===== config.mk =====
export PLATFORM = sky130hd
export DESIGN_NAME = retire_unit
export DESIGN_NICKNAME = d
export VERILOG_FILES = /design/src/rtl/retire_pkg.sv /design/src/rtl/retire_slot_chain.sv /design/src/rtl/retire_trap_timer.sv /design/src/rtl/retire_stats.sv /design/src/rtl/retire_unit.sv
export SDC_FILE = /design/constraint.sdc
export NUM_CORES = 1
export LEC_CHECK = 0
export BUFFER_PORTS_ARGS = -buffer_cell sky130_fd_sc_hd__buf_2
export CORE_AREA = 2 2 208 210
export DETAILED_ROUTE_END_ITERATION = 8
export DIE_AREA = 0 0 210 212
export PLACE_DENSITY = 0.7
export REMOVE_ABC_BUFFERS = 1
export SLEW_MARGIN = 15
export SYNTH_ARGS = -nofsm -noshare
export SYNTH_HDL_FRONTEND = slang
export SYNTH_SLANG_ARGS = --single-unit

===== constraint.sdc =====
create_clock -name clk_i -period 11.47 [get_ports clk_i]
set_input_delay 2.8675 -clock clk_i [delete_from_list [all_inputs] [get_ports clk_i]]
set_output_delay 2.8675 -clock clk_i [all_outputs]
set_load 0.005 [all_outputs]

===== src/rtl/retire_pkg.sv =====
package retire_pkg;
  typedef enum logic [1:0] {
    CLS_PLAIN  = 2'd0,
    CLS_SERIAL = 2'd1,
    CLS_LOAD   = 2'd2,
    CLS_STORE  = 2'd3
  } cls_e;
endpackage


===== src/rtl/retire_slot_chain.sv =====
module retire_slot_chain
  import retire_pkg::*;
#(
  parameter int W     = 4,
  parameter int SEQ_W = 16,
  parameter int PC_W  = 32,
  localparam int CW   = $clog2(W + 1)
) (
  input  logic             en_i,
  input  logic             st_pend_i,
  input  logic [W-1:0]     vld_i,
  input  logic [W-1:0]     sq_i,
  input  logic [W-1:0]     exe_i,
  input  logic [W-1:0]     flt_i,
  input  logic [2*W-1:0]   cls_i,
  input  logic [W*SEQ_W-1:0] seq_i,
  input  logic [W*PC_W-1:0]  npc_i,
  output logic [W-1:0]     retire_o,
  output logic [W-1:0]     drain_o,
  output logic             hold_o,
  output logic             hold_unc_o,
  output logic [SEQ_W-1:0] hold_seq_o,
  output logic             trap_o,
  output logic [CW-1:0]    ncommit_o,
  output logic [SEQ_W-1:0] last_seq_o,
  output logic [PC_W-1:0]  last_npc_o
);
  logic go;
  cls_e cls;

  always_comb begin
    retire_o   = '0;
    drain_o    = '0;
    hold_o     = 1'b0;
    hold_unc_o = 1'b0;
    hold_seq_o = '0;
    trap_o     = 1'b0;
    ncommit_o  = '0;
    last_seq_o = '0;
    last_npc_o = '0;
    go         = en_i;
    cls        = CLS_PLAIN;
    for (int k = 0; k < W; k++) begin
      cls = cls_e'(cls_i[2*k +: 2]);
      if (go && vld_i[k]) begin
        if (sq_i[k]) begin
          drain_o[k] = 1'b1;
        end else if (!exe_i[k]) begin
          go = 1'b0;
          if (cls == CLS_SERIAL && ncommit_o == '0 && !st_pend_i) begin
            hold_o     = 1'b1;
            hold_seq_o = seq_i[k*SEQ_W +: SEQ_W];
          end else if (cls == CLS_LOAD) begin
            hold_o     = 1'b1;
            hold_unc_o = 1'b1;
            hold_seq_o = seq_i[k*SEQ_W +: SEQ_W];
          end
        end else if (flt_i[k]) begin
          go = 1'b0;
          // faults trap only from the first position
          if (ncommit_o == '0 && !st_pend_i) trap_o = 1'b1;
        end else begin
          retire_o[k] = 1'b1;
          ncommit_o   = ncommit_o + CW'(1);
          last_seq_o  = seq_i[k*SEQ_W +: SEQ_W];
          last_npc_o  = npc_i[k*PC_W +: PC_W];
        end
      end else begin
        go = 1'b0;
      end
    end
  end
endmodule


===== src/rtl/retire_trap_timer.sv =====
module retire_trap_timer #(
  parameter int LAT = 3,
  localparam int TW = $clog2(LAT + 1)
) (
  input  logic clk_i,
  input  logic rst_ni,
  input  logic start_i,
  output logic pend_o,
  output logic req_o
);
  logic [TW-1:0] cnt_q;

  always_ff @(posedge clk_i or negedge rst_ni) begin
    if (!rst_ni) begin
      pend_o <= 1'b0;
      req_o  <= 1'b0;
      cnt_q  <= '0;
    end else begin
      req_o <= 1'b0;
      if (start_i) begin
        pend_o <= 1'b1;
        cnt_q  <= TW'(LAT);
      end else if (pend_o) begin
        if (cnt_q > TW'(1)) begin
          cnt_q <= cnt_q - TW'(1);
        end else begin
          pend_o <= 1'b0;
          req_o  <= 1'b1;
        end
      end
    end
  end


  no_retrap_chk: assert property (@(posedge clk_i) disable iff (!rst_ni)
    start_i |-> !pend_o);

  req_unblocks_chk: assert property (@(posedge clk_i) disable iff (!rst_ni)
    req_o |-> !pend_o);
endmodule


===== src/rtl/retire_stats.sv =====
module retire_stats #(
  parameter int W     = 4,
  parameter int CNT_W = 16,
  localparam int CW   = $clog2(W + 1)
) (
  input  logic                   clk_i,
  input  logic                   rst_ni,
  input  logic                   sample_i,
  input  logic [CW-1:0]          ncommit_i,
  input  logic [CW-1:0]          ndrain_i,
  output logic [CNT_W-1:0]       cnt_ret_o,
  output logic [CNT_W-1:0]       cnt_sq_o,
  output logic [(W+1)*CNT_W-1:0] hist_o,
  output logic [CNT_W-1:0]       sat_cnt_o
);
  always_ff @(posedge clk_i or negedge rst_ni) begin
    if (!rst_ni) begin
      cnt_ret_o <= '0;
      cnt_sq_o  <= '0;
      sat_cnt_o <= '0;
    end else begin
      cnt_ret_o <= cnt_ret_o + CNT_W'(ncommit_i);
      cnt_sq_o  <= cnt_sq_o + CNT_W'(ndrain_i);
      if (sample_i && ncommit_i == CW'(W)) sat_cnt_o <= sat_cnt_o + CNT_W'(1);
    end
  end

  for (genvar b = 0; b <= W; b++) begin : g_bin
    always_ff @(posedge clk_i or negedge rst_ni) begin
      if (!rst_ni) hist_o[b*CNT_W +: CNT_W] <= '0;
      else if (sample_i && ncommit_i == CW'(b))
        hist_o[b*CNT_W +: CNT_W] <= hist_o[b*CNT_W +: CNT_W] + CNT_W'(1);
    end
  end


  sat_step_chk: assert property (@(posedge clk_i) disable iff (!rst_ni)
    !(sample_i && ncommit_i == CW'(W)) |=> $stable(sat_cnt_o));
endmodule


===== src/rtl/retire_unit.sv =====
module retire_unit
  import retire_pkg::*;
#(
  parameter int NT       = 2,
  parameter int W        = 4,
  parameter int SEQ_W    = 16,
  parameter int PC_W     = 32,
  parameter int CNT_W    = 16,
  parameter int TRAP_LAT = 3,
  parameter int INST_B   = 4,
  localparam int TID_W   = (NT > 1) ? $clog2(NT) : 1,
  localparam int CW      = $clog2(W + 1)
) (
  input  logic                   clk_i,
  input  logic                   rst_ni,
  input  logic [TID_W-1:0]       sel_thr_i,
  input  logic                   st_pend_i,
  input  logic [W-1:0]           hd_vld_i,
  input  logic [W-1:0]           hd_sq_i,
  input  logic [W-1:0]           hd_exe_i,
  input  logic [W-1:0]           hd_flt_i,
  input  logic [W-1:0]           hd_dst_i,
  input  logic [2*W-1:0]         hd_cls_i,
  input  logic [W*SEQ_W-1:0]     hd_seq_i,
  input  logic [W*PC_W-1:0]      hd_npc_i,
  output logic [W-1:0]           retire_o,
  output logic [W-1:0]           drain_o,
  output logic [W-1:0]           ren_we_o,
  output logic                   nsx_req_o,
  output logic                   nsx_unc_o,
  output logic [SEQ_W-1:0]       nsx_seq_o,
  output logic [NT-1:0]          trap_req_o,
  output logic                   done_vld_o,
  output logic [SEQ_W-1:0]       done_seq_o,
  output logic                   free_chg_o,
  output logic [CW-1:0]          free_cnt_o,
  output logic [NT*PC_W-1:0]     arch_pc_o,
  output logic [NT*PC_W-1:0]     arch_npc_o,
  output logic [CNT_W-1:0]       cnt_ret_o,
  output logic [CNT_W-1:0]       cnt_sq_o,
  output logic [(W+1)*CNT_W-1:0] hist_o,
  output logic [CNT_W-1:0]       sat_cnt_o
);
  logic [NT-1:0]   trap_pend, trap_start, hold_sent, pc_upd;
  logic            blk, hold, trap;
  logic [CW-1:0]   ncommit, ndrain;
  logic [PC_W-1:0] last_npc;
  logic [PC_W-1:0] pc_q [NT];
  logic [PC_W-1:0] npc_q [NT];

  assign blk = trap_pend[sel_thr_i];

  retire_slot_chain #(.W(W), .SEQ_W(SEQ_W), .PC_W(PC_W)) chain_i (
    .en_i       (!blk),
    .st_pend_i  (st_pend_i),
    .vld_i      (hd_vld_i),
    .sq_i       (hd_sq_i),
    .exe_i      (hd_exe_i),
    .flt_i      (hd_flt_i),
    .cls_i      (hd_cls_i),
    .seq_i      (hd_seq_i),
    .npc_i      (hd_npc_i),
    .retire_o   (retire_o),
    .drain_o    (drain_o),
    .hold_o     (hold),
    .hold_unc_o (nsx_unc_o),
    .hold_seq_o (nsx_seq_o),
    .trap_o     (trap),
    .ncommit_o  (ncommit),
    .last_seq_o (done_seq_o),
    .last_npc_o (last_npc)
  );

  assign ndrain     = CW'($countones(drain_o));
  assign free_cnt_o = ncommit + ndrain;
  assign free_chg_o = free_cnt_o != '0;
  assign done_vld_o = ncommit != '0;
  assign ren_we_o   = retire_o & hd_dst_i;
  assign nsx_req_o  = hold && !hold_sent[sel_thr_i];

  for (genvar t = 0; t < NT; t++) begin : g_thr
    assign trap_start[t] = trap && sel_thr_i == TID_W'(t);
    assign pc_upd[t]     = done_vld_o && sel_thr_i == TID_W'(t);

    retire_trap_timer #(.LAT(TRAP_LAT)) timer_i (
      .clk_i   (clk_i),
      .rst_ni  (rst_ni),
      .start_i (trap_start[t]),
      .pend_o  (trap_pend[t]),
      .req_o   (trap_req_o[t])
    );

    always_ff @(posedge clk_i or negedge rst_ni) begin
      if (!rst_ni) begin
        pc_q[t]      <= '0;
        npc_q[t]     <= '0;
        hold_sent[t] <= 1'b0;
      end else if (sel_thr_i == TID_W'(t)) begin
        if (pc_upd[t]) begin
          pc_q[t]  <= last_npc;
          npc_q[t] <= last_npc + PC_W'(INST_B);
        end
        if (free_chg_o || trap) hold_sent[t] <= 1'b0;
        else if (hold)          hold_sent[t] <= 1'b1;
      end
    end

    assign arch_pc_o[t*PC_W +: PC_W]  = pc_q[t];
    assign arch_npc_o[t*PC_W +: PC_W] = npc_q[t];


    pc_hold_chk: assert property (@(posedge clk_i) disable iff (!rst_ni)
      !pc_upd[t] |=> $stable(arch_pc_o[t*PC_W +: PC_W]));
  end

  retire_stats #(.W(W), .CNT_W(CNT_W)) stats_i (
    .clk_i     (clk_i),
    .rst_ni    (rst_ni),
    .sample_i  (hd_vld_i[0]),
    .ncommit_i (ncommit),
    .ndrain_i  (ndrain),
    .cnt_ret_o (cnt_ret_o),
    .cnt_sq_o  (cnt_sq_o),
    .hist_o    (hist_o),
    .sat_cnt_o (sat_cnt_o)
  );

  for (genvar k = 1; k < W; k++) begin : g_ord

    in_order_chk: assert property (@(posedge clk_i) disable iff (!rst_ni)
      retire_o[k] |-> (retire_o[k-1] || drain_o[k-1]));
  end


  serial_first_chk: assert property (@(posedge clk_i) disable iff (!rst_ni)
    (nsx_req_o && !nsx_unc_o) |-> (!st_pend_i && retire_o == '0));

  trap_first_chk: assert property (@(posedge clk_i) disable iff (!rst_ni)
    trap |-> (!st_pend_i && retire_o == '0 && !blk));

  no_overlap_chk: assert property (@(posedge clk_i) disable iff (!rst_ni)
    (retire_o & drain_o) == '0);
endmodule


==> results by group <==
Clock tree
  • CTS tree: done
  • Clk Latency, worst-skew pair: between 500 and 600 ps
  • CTS root buffer: clkbuf_16
  • CTS resizes: 0
  • H-tree depth: 1
  • Clk slew on worst S/H paths: 60 ps
  • Hold_buf cts: 0
  • Num CTS Buffers: 30
  • Clock sinks: 262
  • Clock Tree Buf Depth: 3
  • Setup bufs post-CTS: 0

Floorplanning
  • Core area: 42500 um^2
  • Io pins: 533
  • Area of the die: 44500 um^2
  • Die height: 212 um
  • Rows: 76
  • Die Width: 210 um
  • Initial Util: around a third

Finish
  • Cell Count, Final, Fillers Out: 2658
  • Area growth syn-to-layout: 29.9%
  • Layout net count: 2333
  • Multi-input gate area: about 7600 um^2
  • Commonest non-fill, non-tap cell in the layout: buf_2
  • Fill cell count: about 4200
  • Reg area: 6560 um^2
  • Most frequent cells in the layout: buf_2 (531), dfrtp_1 (262), nand2_1 (246), o21ai_0 (95), xnor2_1 (91)
  • Layout cell share with drive strength beyond 1: 31.7%

Pwr
  • Sw frac: 28.3%
  • Clock power frac: 41.1%
  • Net Sw Power: 0.000731 W
  • Maximum VDD drop: approximately 0.12 mV
  • Sequential power share: between 40% and 50%
  • Pwr Density: 136 nW/um^2
  • Leak Pwr: 9.51 nW
  • Logic pwr share: 16.6%
  • Int Power: between 0.0015 and 0.002 W

STA
  • Period utilisation layout: 86.8%
  • Fmax: 100 MHz
  • Unrepaired setup endpoints after global routing: false
  • Setup ws final: ~1500 ps
  • Max-slew headroom: 30.1%
  • Finish-stage setup viols: 0
  • Final min period: 9950 ps
  • Slew @ Worst Pin: 1050 ps
  • Final Max Tran Viols: 0
  • Final Hold Fails: 0
  • Worst Skew: ~29 ps

Global routing
  • First-pass GRT wire length: 88800 um
  • GRT overflow: 0
  • Largest net degree at the start of global routing: ~130
  • Vias in the first global route: 14400
  • Global-route usage over all layers: 25.9%
  • Initial antenna violation count: 13

Logic synthesis
  • Library cells used by synthesis: 83
  • Post-synth ARST share: 100%
  • Post-Synthesis Cell Area: 14600 um^2
  • Gate Count Post-Synth: around 1600
  • Syn_area_per_cell: 9.20 um^2
  • Yosys warning count: 0
  • Sequential share of the synthesized area: 44.8%
  • Number of synthesized flops with an enable pin: 0
  • Synth Flop Type: dfrtp_1
  • Synth Register Bits: 262

Placement
  • Inst Count DP: around 2600
  • I/O Buffers: 532
  • Final GP Congestion: 1.03
  • DP Wirelength: 45600 um
  • Dpl ws: 1350 ps

Worst setup path
  • Critical path class: in -> out
  • Critical Path Source Type: input pin
  • Crit path arrival time: 7090 ps
  • CP max FO: 13
  • Critical path required time: between 8000 and 9000 ps
  • CP Capture Type: output pin

Worst hold path
  • Hold crit path type: reg -> reg

Routing
  • DR vias: 14800
  • Drt initial violations: between 1500 and 2000
  • Drt drc: 0
  • Final wirelength: 60000 um
  • Routed Antenna Nets: 0
  • TritonRoute pass-1 iters: 9
  • Number of vias per cell: between 5 and 6
  • DR WL/cell: 22.6 um

Job
  • Maxcap violations: 0

Run status
  • Outcome: finished clean
==> layer usage <==
| metal | up-vias | global-route usage (%) | wire length (um) |
|---|---|---|---|
| li1 | 6784 | - | - |
| met1 | 7170 | 31.5 | 23500 |
| met2 | 728 | 43.8 | 28800 |
| met3 | 121 | 7.56 | 5470 |
| met4 | 6 | 9.49 | 2200 |
| met5 | - | 0 | 37 |
==> synth_stat cells, drive strengths merged, types with 43 or more instances <==
cell type	instances	area share, %
a21oi	53	1.8
and3	43	1.8
buf	47	1.6
clkbuf	55	1.4
dfrtp	262	45
inv	45	1.2
nand2	246	6.3
nand3	76	2.6
nand4	62	2.8
nor2	71	1.8
o21ai	98	3.4
xnor2	91	5.4
xor2	45	2.7
==> logic make-up (layout without fill, tap and decap cells) <==
group / Yosys count / after routing / synth area share [%]
AO/OA/AOI/OAI: 362 / 362 / 17.1
XOR/XNOR: 136 / 136 / 8.14
adder cells (fa/ha/maj): 28 / 28 / 2.60
buffers and inverters: 147 / 661 / 4.16
flip-flops: 262 / 262 / 44.8
multiplexers: 15 / 15 / 1.12
other: 0 / 8 / 0
AND/OR/NAND/NOR: 640 / 640 / 22.1
==> flip-flops by register name, indices dropped and copies added (netlist names) <==
signal,count
stats_i.cnt_sq_o,16
stats_i.hist_o,80
arch_pc_o,64
g_thr.timer_i.cnt_q,4
hold_sent,2
g_thr.timer_i.req_o,2
arch_npc_o,60
stats_i.cnt_ret_o,16
g_thr.timer_i.pend_o,2
stats_i.sat_cnt_o,16
==> power by group through the flow <==
stage	Combinational (W)	Sequential (W)	Clock [W]
2_1_floorplan	0.000165	0.00110	0
3_3_place_gp	0.000413	0.00110	0
3_5_place_dp	0.000423	0.00111	0
4_1_cts	0.000428	0.00109	0.00108
5_1_grt	0.000468	0.00110	0.00112
6_report	0.000427	0.00109	0.00106
==> final timing paths <==
path | cells past startpoint | slack, ps | startpoint | endpoint
worst max-delay path | 16 | 1520 | sel_thr_i | free_chg_o
worst min-delay path | 1 | 470 | stats_i.hist_o[47] | stats_i.hist_o[47]
worst max register to register | 18 | 6160 | g_thr[1].timer_i.pend_o | stats_i.hist_o[31]
worst min register to register | 1 | 470 | stats_i.hist_o[47] | stats_i.hist_o[47]
max in group asynchronous | 2 | 7520 | rst_ni | arch_npc_o[4]
min in group asynchronous | 1 | 2390 | rst_ni | stats_i.sat_cnt_o[0]
==> worst max-delay path: stages <==
cell,delay (ps)
buf_2,290
mux2i_1,470
and3_1,260
ha_1,240
mux2i_1,220
nor2_1,120
xnor2_1,250
xnor2_1,800
inv_1,300
ha_1,270
inv_1,60
fa_1,180
xnor2_1,140
xnor2_1,100
or3_1,340
buf_2,150
==> cell type report <==
cell class,count,area share (%)
multi-input combinational,1181,39.9
sequential,262,34.5
timing repair buffer,561,15.2
clock buffer,42,4.50
tap,546,3.59
clock inverter,13,1.28
inverter,45,0.888
antenna,8,0.105
==> stage by stage <==
| step | power, W | setup TNS (ps) | hold WS [ps] | util [%] | cell area [um^2] |
|---|---|---|---|---|---|
| 2_1_floorplan | 0.00127 | -112200 | 465 | - | 14200 |
| 3_3_place_gp | 0.00152 | 0 | 453 | 42.1 | 17900 |
| 3_5_place_dp | 0.00153 | 0 | 457 | 42.1 | 17900 |
| 4_1_cts | 0.00260 | 0 | 471 | 44.7 | 19000 |
| 5_1_grt | 0.00269 | 0 | 484 | 44.7 | 19000 |
| 6_report | 0.00258 | 0 | 465 | 44.7 | 19000 |
Power figures use the tool's default switching activity.
